**src/rtl/alu16_pkg.sv**
```systemverilog
package alu16_pkg;

   typedef enum logic [3:0] {
      OP_ADDC  = 4'd0,
      OP_SUBC  = 4'd1,
      OP_ADD   = 4'd2,
      OP_SUB   = 4'd3,
      OP_ROTR  = 4'd4,
      OP_ROTL  = 4'd5,
      OP_SHFR  = 4'd6,
      OP_SHFL  = 4'd7,
      OP_INV   = 4'd8,
      OP_XOR   = 4'd9,
      OP_OR    = 4'd10,
      OP_AND   = 4'd11,
      OP_BKEEP = 4'd12,
      OP_BFLIP = 4'd13,
      OP_BSET  = 4'd14,
      OP_BCLR  = 4'd15
   } alu_op_e;

   // operation class: bit 3 selects logic, bit 2 selects shifter within arithmetic
   function automatic logic op_is_logic(input alu_op_e op);
      return op[3];
   endfunction

   function automatic logic op_is_shift(input alu_op_e op);
      return !op[3] && op[2];
   endfunction

endpackage

```
**src/rtl/alu16_addsub.sv**
```systemverilog
module alu16_addsub
   import alu16_pkg::*;
#(
   parameter int WIDTH  = 16,
   parameter bit RIPPLE = 1'b0
) (
   input  alu_op_e           op_i,
   input  logic [WIDTH-1:0]  a_i,
   input  logic [WIDTH-1:0]  b_i,
   input  logic              carry_i,
   output logic [WIDTH-1:0]  sum_o,
   output logic              carry_o
);

   logic             sub_sel;
   logic             chain_sel;
   logic             cin_eff;
   logic [WIDTH-1:0] b_eff;

   always_comb begin
      sub_sel   = (op_i == OP_SUBC) || (op_i == OP_SUB);
      chain_sel = (op_i == OP_SUBC) || (op_i == OP_ADDC);
      b_eff     = sub_sel ? ~b_i : b_i;
      cin_eff   = chain_sel ? carry_i : sub_sel;
   end

   generate
      if (RIPPLE) begin : g_ripple
         logic [WIDTH:0] chain;
         assign chain[0] = cin_eff;
         for (genvar i = 0; i < WIDTH; i++) begin : g_bit
            assign sum_o[i]     = a_i[i] ^ b_eff[i] ^ chain[i];
            assign chain[i+1]   = (a_i[i] & b_eff[i]) | (chain[i] & (a_i[i] ^ b_eff[i]));
         end
         assign carry_o = chain[WIDTH];
      end else begin : g_flat
         assign {carry_o, sum_o} = {1'b0, a_i} + {1'b0, b_eff} + {{WIDTH{1'b0}}, cin_eff};
      end
   endgenerate

endmodule

```
**src/rtl/alu16_shift.sv**
```systemverilog
module alu16_shift
   import alu16_pkg::*;
#(
   parameter int WIDTH = 16
) (
   input  alu_op_e           op_i,
   input  logic [WIDTH-1:0]  a_i,
   output logic [WIDTH-1:0]  res_o,
   output logic              carry_o
);

   always_comb begin
      unique case (op_i)
         OP_ROTR: begin
            res_o   = {a_i[0], a_i[WIDTH-1:1]};
            carry_o = a_i[0];
         end
         OP_ROTL: begin
            res_o   = {a_i[WIDTH-2:0], a_i[WIDTH-1]};
            carry_o = a_i[WIDTH-1];
         end
         OP_SHFR: begin
            res_o   = {1'b0, a_i[WIDTH-1:1]};
            carry_o = a_i[0];
         end
         default: begin
            res_o   = {a_i[WIDTH-2:0], 1'b0};
            carry_o = a_i[WIDTH-1];
         end
      endcase
   end

endmodule

```
**src/rtl/alu16_bitwise.sv**
```systemverilog
module alu16_bitwise
   import alu16_pkg::*;
#(
   parameter int WIDTH = 16,
   parameter int IDX_W = $clog2(WIDTH)
) (
   input  alu_op_e           op_i,
   input  logic [WIDTH-1:0]  a_i,
   input  logic [WIDTH-1:0]  b_i,
   input  logic [IDX_W-1:0]  idx_i,
   output logic [WIDTH-1:0]  res_o
);

   logic [WIDTH-1:0] sel_mask;

   generate
      for (genvar i = 0; i < WIDTH; i++) begin : g_dec
         assign sel_mask[i] = (idx_i == IDX_W'(i));
      end
   endgenerate

   always_comb begin
      unique case (op_i)
         OP_INV:   res_o = ~a_i;
         OP_XOR:   res_o = a_i ^ b_i;
         OP_OR:    res_o = a_i | b_i;
         OP_AND:   res_o = a_i & b_i;
         OP_BKEEP: res_o = a_i & sel_mask;
         OP_BFLIP: res_o = a_i ^ sel_mask;
         OP_BSET:  res_o = a_i | sel_mask;
         default:  res_o = a_i & ~sel_mask;
      endcase
   end

endmodule

```
**src/rtl/alu16_bitops.sv**
```systemverilog
module alu16_bitops
   import alu16_pkg::*;
#(
   parameter int   WIDTH        = 16,
   parameter bit   ADDER_RIPPLE = 1'b0,
   localparam int  IDX_W        = $clog2(WIDTH)
) (
   input  logic [3:0]        op_i,
   input  logic [WIDTH-1:0]  src_a_i,
   input  logic [WIDTH-1:0]  src_b_i,
   input  logic [IDX_W-1:0]  bit_sel_i,
   input  logic              carry_i,
   output logic [WIDTH-1:0]  result_o,
   output logic              carry_o,
   output logic              zero_o
);

   generate
      if (WIDTH < 4) begin : g_chk_width
         $error("alu16_bitops: WIDTH must be at least 4");
      end
      if ((1 << IDX_W) != WIDTH) begin : g_chk_pow2
         $error("alu16_bitops: WIDTH must be a power of two");
      end
   endgenerate

   alu_op_e          op;
   logic [WIDTH-1:0] arith_res;
   logic             arith_c;
   logic [WIDTH-1:0] shift_res;
   logic             shift_c;
   logic [WIDTH-1:0] logic_res;

   assign op = alu_op_e'(op_i);

   alu16_addsub #(.WIDTH(WIDTH), .RIPPLE(ADDER_RIPPLE)) u_addsub (
      .op_i    (op),
      .a_i     (src_a_i),
      .b_i     (src_b_i),
      .carry_i (carry_i),
      .sum_o   (arith_res),
      .carry_o (arith_c)
   );

   alu16_shift #(.WIDTH(WIDTH)) u_shift (
      .op_i    (op),
      .a_i     (src_a_i),
      .res_o   (shift_res),
      .carry_o (shift_c)
   );

   alu16_bitwise #(.WIDTH(WIDTH), .IDX_W(IDX_W)) u_bitwise (
      .op_i    (op),
      .a_i     (src_a_i),
      .b_i     (src_b_i),
      .idx_i   (bit_sel_i),
      .res_o   (logic_res)
   );

   always_comb begin
      if (op_is_logic(op)) begin
         result_o = logic_res;
         carry_o  = carry_i;
      end else if (op_is_shift(op)) begin
         result_o = shift_res;
         carry_o  = shift_c;
      end else begin
         result_o = arith_res;
         carry_o  = arith_c;
      end
      zero_o = ~|result_o;
   end

endmodule

```
**config.mk**
```make
export PLATFORM = sky130hd
export DESIGN_NAME = alu16_bitops
export DESIGN_NICKNAME = d
export VERILOG_FILES = /design/src/rtl/alu16_pkg.sv /design/src/rtl/alu16_addsub.sv /design/src/rtl/alu16_shift.sv /design/src/rtl/alu16_bitwise.sv /design/src/rtl/alu16_bitops.sv
export SDC_FILE = /design/constraint.sdc
export NUM_CORES = 1
export LEC_CHECK = 0
export BUFFER_PORTS_ARGS = -buffer_cell sky130_fd_sc_hd__buf_2
export CAP_MARGIN = 40
export CORE_MARGIN = 2
export CORE_UTILIZATION = 55
export DETAILED_ROUTE_END_ITERATION = 8
export GPL_ROUTABILITY_DRIVEN = 0
export PLACE_DENSITY = 0.85
export SLEW_MARGIN = 20
export SYNTH_ARGS = -nofsm -noshare
export SYNTH_HDL_FRONTEND = slang
export SYNTH_SLANG_ARGS = --single-unit
```
**constraint.sdc**
```tcl
create_clock -name vclk -period 8.4
set_clock_uncertainty 0.1 [all_clocks]
set_input_delay 1.26 -clock vclk [all_inputs]
set_output_delay 1.26 -clock vclk [all_outputs]
set_load 0.02 [all_outputs]
```
Word level (Yosys, flattened, before mapping)
Cells that the tools add are included.
{"block": "classes", "reduce_logical": 9, "eq_ne": 27, "muxes": 9, "add_sub_neg": 2, "bitwise_logic": 10}
{"operator": "$pmux 16 s7", "count": 1}
{"operator": "$eq 4x4->1 const B", "count": 15}
{"operator": "$and 16x16->16", "count": 3}
{"operator": "$mux 16", "count": 3}
{"operator": "$not 16->16", "count": 3}
{"operator": "$pmux 16 s3", "count": 1}
{"operator": "$or 16x16->16", "count": 2}
{"operator": "$xor 16x16->16", "count": 2}
{"operator": "$eq 4x3->1 const B", "count": 7}
{"operator": "$add 16x16->17", "count": 1}
{"operator": "$add 17x1->17", "count": 1}
{"operator": "$reduce_or 16->1", "count": 1}
{"operator": "$eq 4x2->1 const B", "count": 3}
{"operator": "$eq 4x1->1 const B", "count": 2}
{"operator": "$logic_not 4->1", "count": 2}
{"operator": "$mux 1", "count": 4}
{"operator": "$logic_not 1->1", "count": 2}
{"operator": "$logic_or 1x1->1", "count": 2}
{"operator": "$reduce_or 2->1", "count": 1}
{"operator": "$logic_and 1x1->1", "count": 1}
{"block": "totals", "in_bits": 41, "regBits": 0, "word_cells": 57, "out_inout_bits": 18}

Longest topological paths before layout
{"block": "depth", "word_depth": 9, "depth_mapped": 17, "mapped_depth_nobuf": 14}

By module
A second synthesis with hierarchy kept.
{"block": "hier_totals", "hier_cells": 415, "area_unflattened_um2": 2965.3}
{"module": "alu16_bitwise", "seq_area_each_um2": 0.0, "cells_each": 194, "n_inst": 1, "area_per_inst_um2": 1288.7}
{"module": "alu16_addsub", "seq_area_each_um2": 0.0, "cells_each": 137, "n_inst": 1, "area_per_inst_um2": 1022.2}
{"module": "alu16_bitops", "seq_area_each_um2": 0.0, "cells_each": 61, "n_inst": 1, "area_per_inst_um2": 412.9}
{"module": "alu16_shift", "seq_area_each_um2": 0.0, "cells_each": 23, "n_inst": 1, "area_per_inst_um2": 241.5}

Worst setup path before layout
Ideal clock, no wire load.
{"block": "synth_path", "kind": "input to output", "start": "in op_i[2]", "end": "out zero_o", "path_slack_ps": 1624, "cell_stages": 17, "n_path_buf": 3, "t_required_ps": 7040, "arrival_ps": 5416, "path_cell_list": "buf_2 or2_1 clkbuf_1 nor2_2 buf_2 xnor2_1 fa_1 inv_1 fa_1 a211oi_2 o21bai_1 a2111oi_0 o21a_1 o31ai_1 nor3_1 nand4b_1 nor4_1"}
{"block": "synth_between", "elab_chain_len": 9}
{"element": "start: declaration", "line": "alu16_bitops.sv:8", "source": "input logic [3:0] op_i,"}
{"element": "$eq 4x1->1 / $eq 4x2->1 (equally long branches)", "line": "alu16_addsub.sv:21, alu16_addsub.sv:22"}
{"element": "$logic_or 1x1->1", "line": "alu16_addsub.sv:21", "source": "sub_sel = (op_i == OP_SUBC) || (op_i == OP_SUB);"}
{"element": "$mux 16", "line": "alu16_addsub.sv:23", "source": "b_eff = sub_sel ? ~b_i : b_i;"}
{"element": "$add 16x16->17", "line": "alu16_addsub.sv:37", "source": "assign {carry_o, sum_o} = {1'b0, a_i} + {1'b0, b_eff} + {{WIDTH{1'b0}}, cin_eff};"}
{"element": "$add 17x1->17", "line": "alu16_addsub.sv:37"}
{"element": "$mux 16", "line": "alu16_bitops.sv:64", "source": "end else if (op_is_shift(op)) begin"}
{"element": "$mux 16 *", "line": "alu16_bitops.sv:61", "source": "if (op_is_logic(op)) begin"}
{"element": "via result_o[8]", "line": "alu16_bitops.sv:13", "source": "output logic [WIDTH-1:0] result_o,"}
{"element": "$reduce_or 16->1 *", "line": "alu16_bitops.sv:71", "source": "zero_o = ~|result_o;"}
{"element": "$logic_not 1->1 *", "line": "alu16_bitops.sv:71"}
{"element": "end: declaration", "line": "alu16_bitops.sv:15", "source": "output logic zero_o"}
The timed path passes the listed nets; every way through them passes the cells marked *.

Worst setup path in the final report
{"block": "layout_path", "start": "in op_i[0]", "end": "out zero_o"}
{"block": "layout_between", "elab_chain_len": 9}
{"element": "$eq 4x1->1 / $eq 4x2->1 (equally long branches)", "line": "alu16_addsub.sv:21, alu16_addsub.sv:22"}
{"element": "$logic_or 1x1->1", "line": "alu16_addsub.sv:21"}
{"element": "$mux 16", "line": "alu16_addsub.sv:23"}
{"element": "$add 16x16->17", "line": "alu16_addsub.sv:37"}
{"element": "$add 17x1->17", "line": "alu16_addsub.sv:37"}
{"element": "$mux 16", "line": "alu16_bitops.sv:64"}
{"element": "$mux 16 *", "line": "alu16_bitops.sv:61"}
{"element": "$reduce_or 16->1 *", "line": "alu16_bitops.sv:71"}
{"element": "$logic_not 1->1 *", "line": "alu16_bitops.sv:71"}
Every way passes the cells marked *; elsewhere a longest branch is shown, timed or not.

==> metrics <==
Critical Path Fanout Max=36; row cnt=26; initial antenna violation count=0; fmax=146 MHz; first-pass GRT wire length=15500 um; drt drc=0; final core utilization=60.9%; sequential cells=0; Relative slew margins=50.7%; min cycle time layout=6860 ps; fraction of the mapped netlist area in simple logic gates=29.5%; CTS resizes=0; Die H=75.8 um; CP Launch Type=input pin; post-route setup TNS=0 ps; XOR/XNOR Fraction of Synth Area=6.48%; largest family of logic cells by synthesized area=compound AO/OA/AOI/OAI gates; Post-CTS Hold Fix Bufs=0; VDD IR max=0.0000456 V; Avg Inst Size Synth=6.82 um2; share of the synthesized area in the top cell type=6.62%; TritonRoute pass-1 iters=5; DIE WIDTH=75.8 um; RSZ-0062 raised after global routing=false; Post-CTS Setup Repair Bufs=0; sequential cell area=0 um2; largest net degree at the start of global routing=42; Data arrival, critical path=5500 ps; WS Path Type=input pin to output port; routed len/inst=18.9 um; worst slew pin tran=739 ps; core area=0.00504 mm2; post-synthesis cell type count=82; total grt overflow=0; Seq/Total Area, Yosys=0%; area grow syn2layout=8.20%; post-DP HPWL=7010 um; Setup Viol. Count Final=0; n_diodes=0; Overall Power=238 uW; status=finished clean; DIE AREA=0.00575 mm2; cells after synthesis=416; Initial Util=56.3%; clock buf count=0; endpoint class of the critical path=output port; fin crit share=81.6%; Post-Syn Area=0.00284 mm2; vias per std cell=7.16; Final Hold Fails=0; Routed WL=9700 um; Net count, final=504; share of post-route cells with drive strength above 1=17.6%; fin. max-slew vios=0; Routed Antenna Nets=0; Ys Warns=0; # port buffers=59; Placed Cells=514; Worst EP required=7040 ps; Synth Area in Compound Gates=40.2%; Final Non-Filler Cells=514; Post-Synth Adder-Cell Area=8.38%; GRT Util Overall=33.9%; DR iter-0 viols=437; synth top area cells=ha_1 6.6%, mux2i_1 6.4%, xor2_1 4.9%; Vias=3681; # IOs=59; LEAKAGE=1.27 nW; # Max-Cap Violations=0; Synth area leader=ha_1; pwr dens=77.6 mW/mm2; syn_nets=474; mux cell area share after synthesis=7.15%; vias in the first global route=3205; fillcell total=484; HP Class=input pin to output port
[where the power goes]
part / switching [mW] / leakage [nW] / internal, mW
Clock: 0 / 0 / 0
Combinational: 0.149 / 1.27 / 0.0894
Sequential: 0 / 0 / 0
[critical path, stage by stage]
cell       delay [ps]
buf_2             570
inv_1             460
nor2_2            250
buf_4             310
xor2_1            150
fa_1              440
a211oi_2          270
o21bai_1          150
a2111oi_0         600
o21a_1            220
o31ai_1            90
nor3_1            190
nand4b_1          140
nor4_1            180
buf_2             210
[Yosys cell counts (6+ instances only)]
| cell type | number |
|---|---|
| a21oi_1 | 19 |
| clkbuf_1 | 15 |
| o211ai_1 | 14 |
| nand2b_1 | 8 |
| a211oi_1 | 13 |
| mux2i_1 | 18 |
| a221oi_1 | 7 |
| a31oi_1 | 7 |
| inv_1 | 13 |
| nor2_1 | 34 |
| ha_1 | 15 |
| buf_2 | 9 |
| nor3_1 | 11 |
| or3_1 | 12 |
| o21a_1 | 6 |
| buf_4 | 7 |
| o21ai_1 | 11 |
| nand2_1 | 27 |
| nand3_1 | 10 |
| o21ai_0 | 21 |
| a21o_1 | 6 |
| xor2_1 | 16 |
[metrics by stage]
stage,hold slack [ps],area (um2),setup slack (ps)
floorplan,2620,2840,1620
finish,2840,3070,1540
CTS,2840,3070,1680
global placement,2850,3050,1810
global route,2860,3070,1250
detailed placement,2840,3070,1690
[metal layers]
| metal | global-route usage, % | part of all wire, % |
|---|---|---|
| met2 | 54.1 | 46 |
| met5 | 0 | 0 |
| met1 | 46.6 | 41 |
| met4 | 13.1 | 3.7 |
| met3 | 3.31 | 10 |
[cell families (layout without fill, tap and decap cells)]
group,Yosys count,count (layout)
compound gates,158,158
mux,20,20
xor+xnor,21,21
simple gates,150,150
buf+inv,49,77
fa+ha+maj,18,18
[layout make-up]
type	instances	area [um2]	share of cell area, %
repair buffers	62	325	10.6
inverters	15	56.3	1.83
multi-input cells	367	2600	84.7
well taps	70	87.6	2.85
[final timing paths]
path	cells past startpoint	start	slack (ps)	end
worst max-delay path	15	op_i[0]	1540	zero_o
worst min-delay path	4	carry_i	2840	carry_o
[cells in the final DEF, fill, tap and decap left out, drive strengths merged, types with 3 or more instances in the layout]
cell / Yosys / layout
or4b: 3 / 3
xor2: 16 / 16
a21o: 6 / 6
a22oi: 5 / 5
a221oi: 7 / 7
a21oi: 19 / 19
o21a: 6 / 6
nor4: 5 / 5
nor2: 36 / 36
nor2b: 4 / 4
nand2: 27 / 27
ha: 15 / 15
and3: 4 / 4
inv: 15 / 15
or3: 12 / 12
xnor2: 5 / 5
nor3b: 6 / 6
a2111oi: 5 / 5
o311ai: 3 / 3
and2: 3 / 3
mux2i: 18 / 18
o221ai: 4 / 4
o211ai: 14 / 14
a221o: 3 / 3
a31oi: 7 / 7
nand2b: 8 / 8
nor3: 12 / 12
nand4b: 5 / 5
o2111ai: 5 / 5
buf: 19 / 62
a211oi: 16 / 16
o21ai: 32 / 32
nand3: 10 / 10
a21boi: 3 / 3
or2: 4 / 4
(Power assumes the default switching activity.)
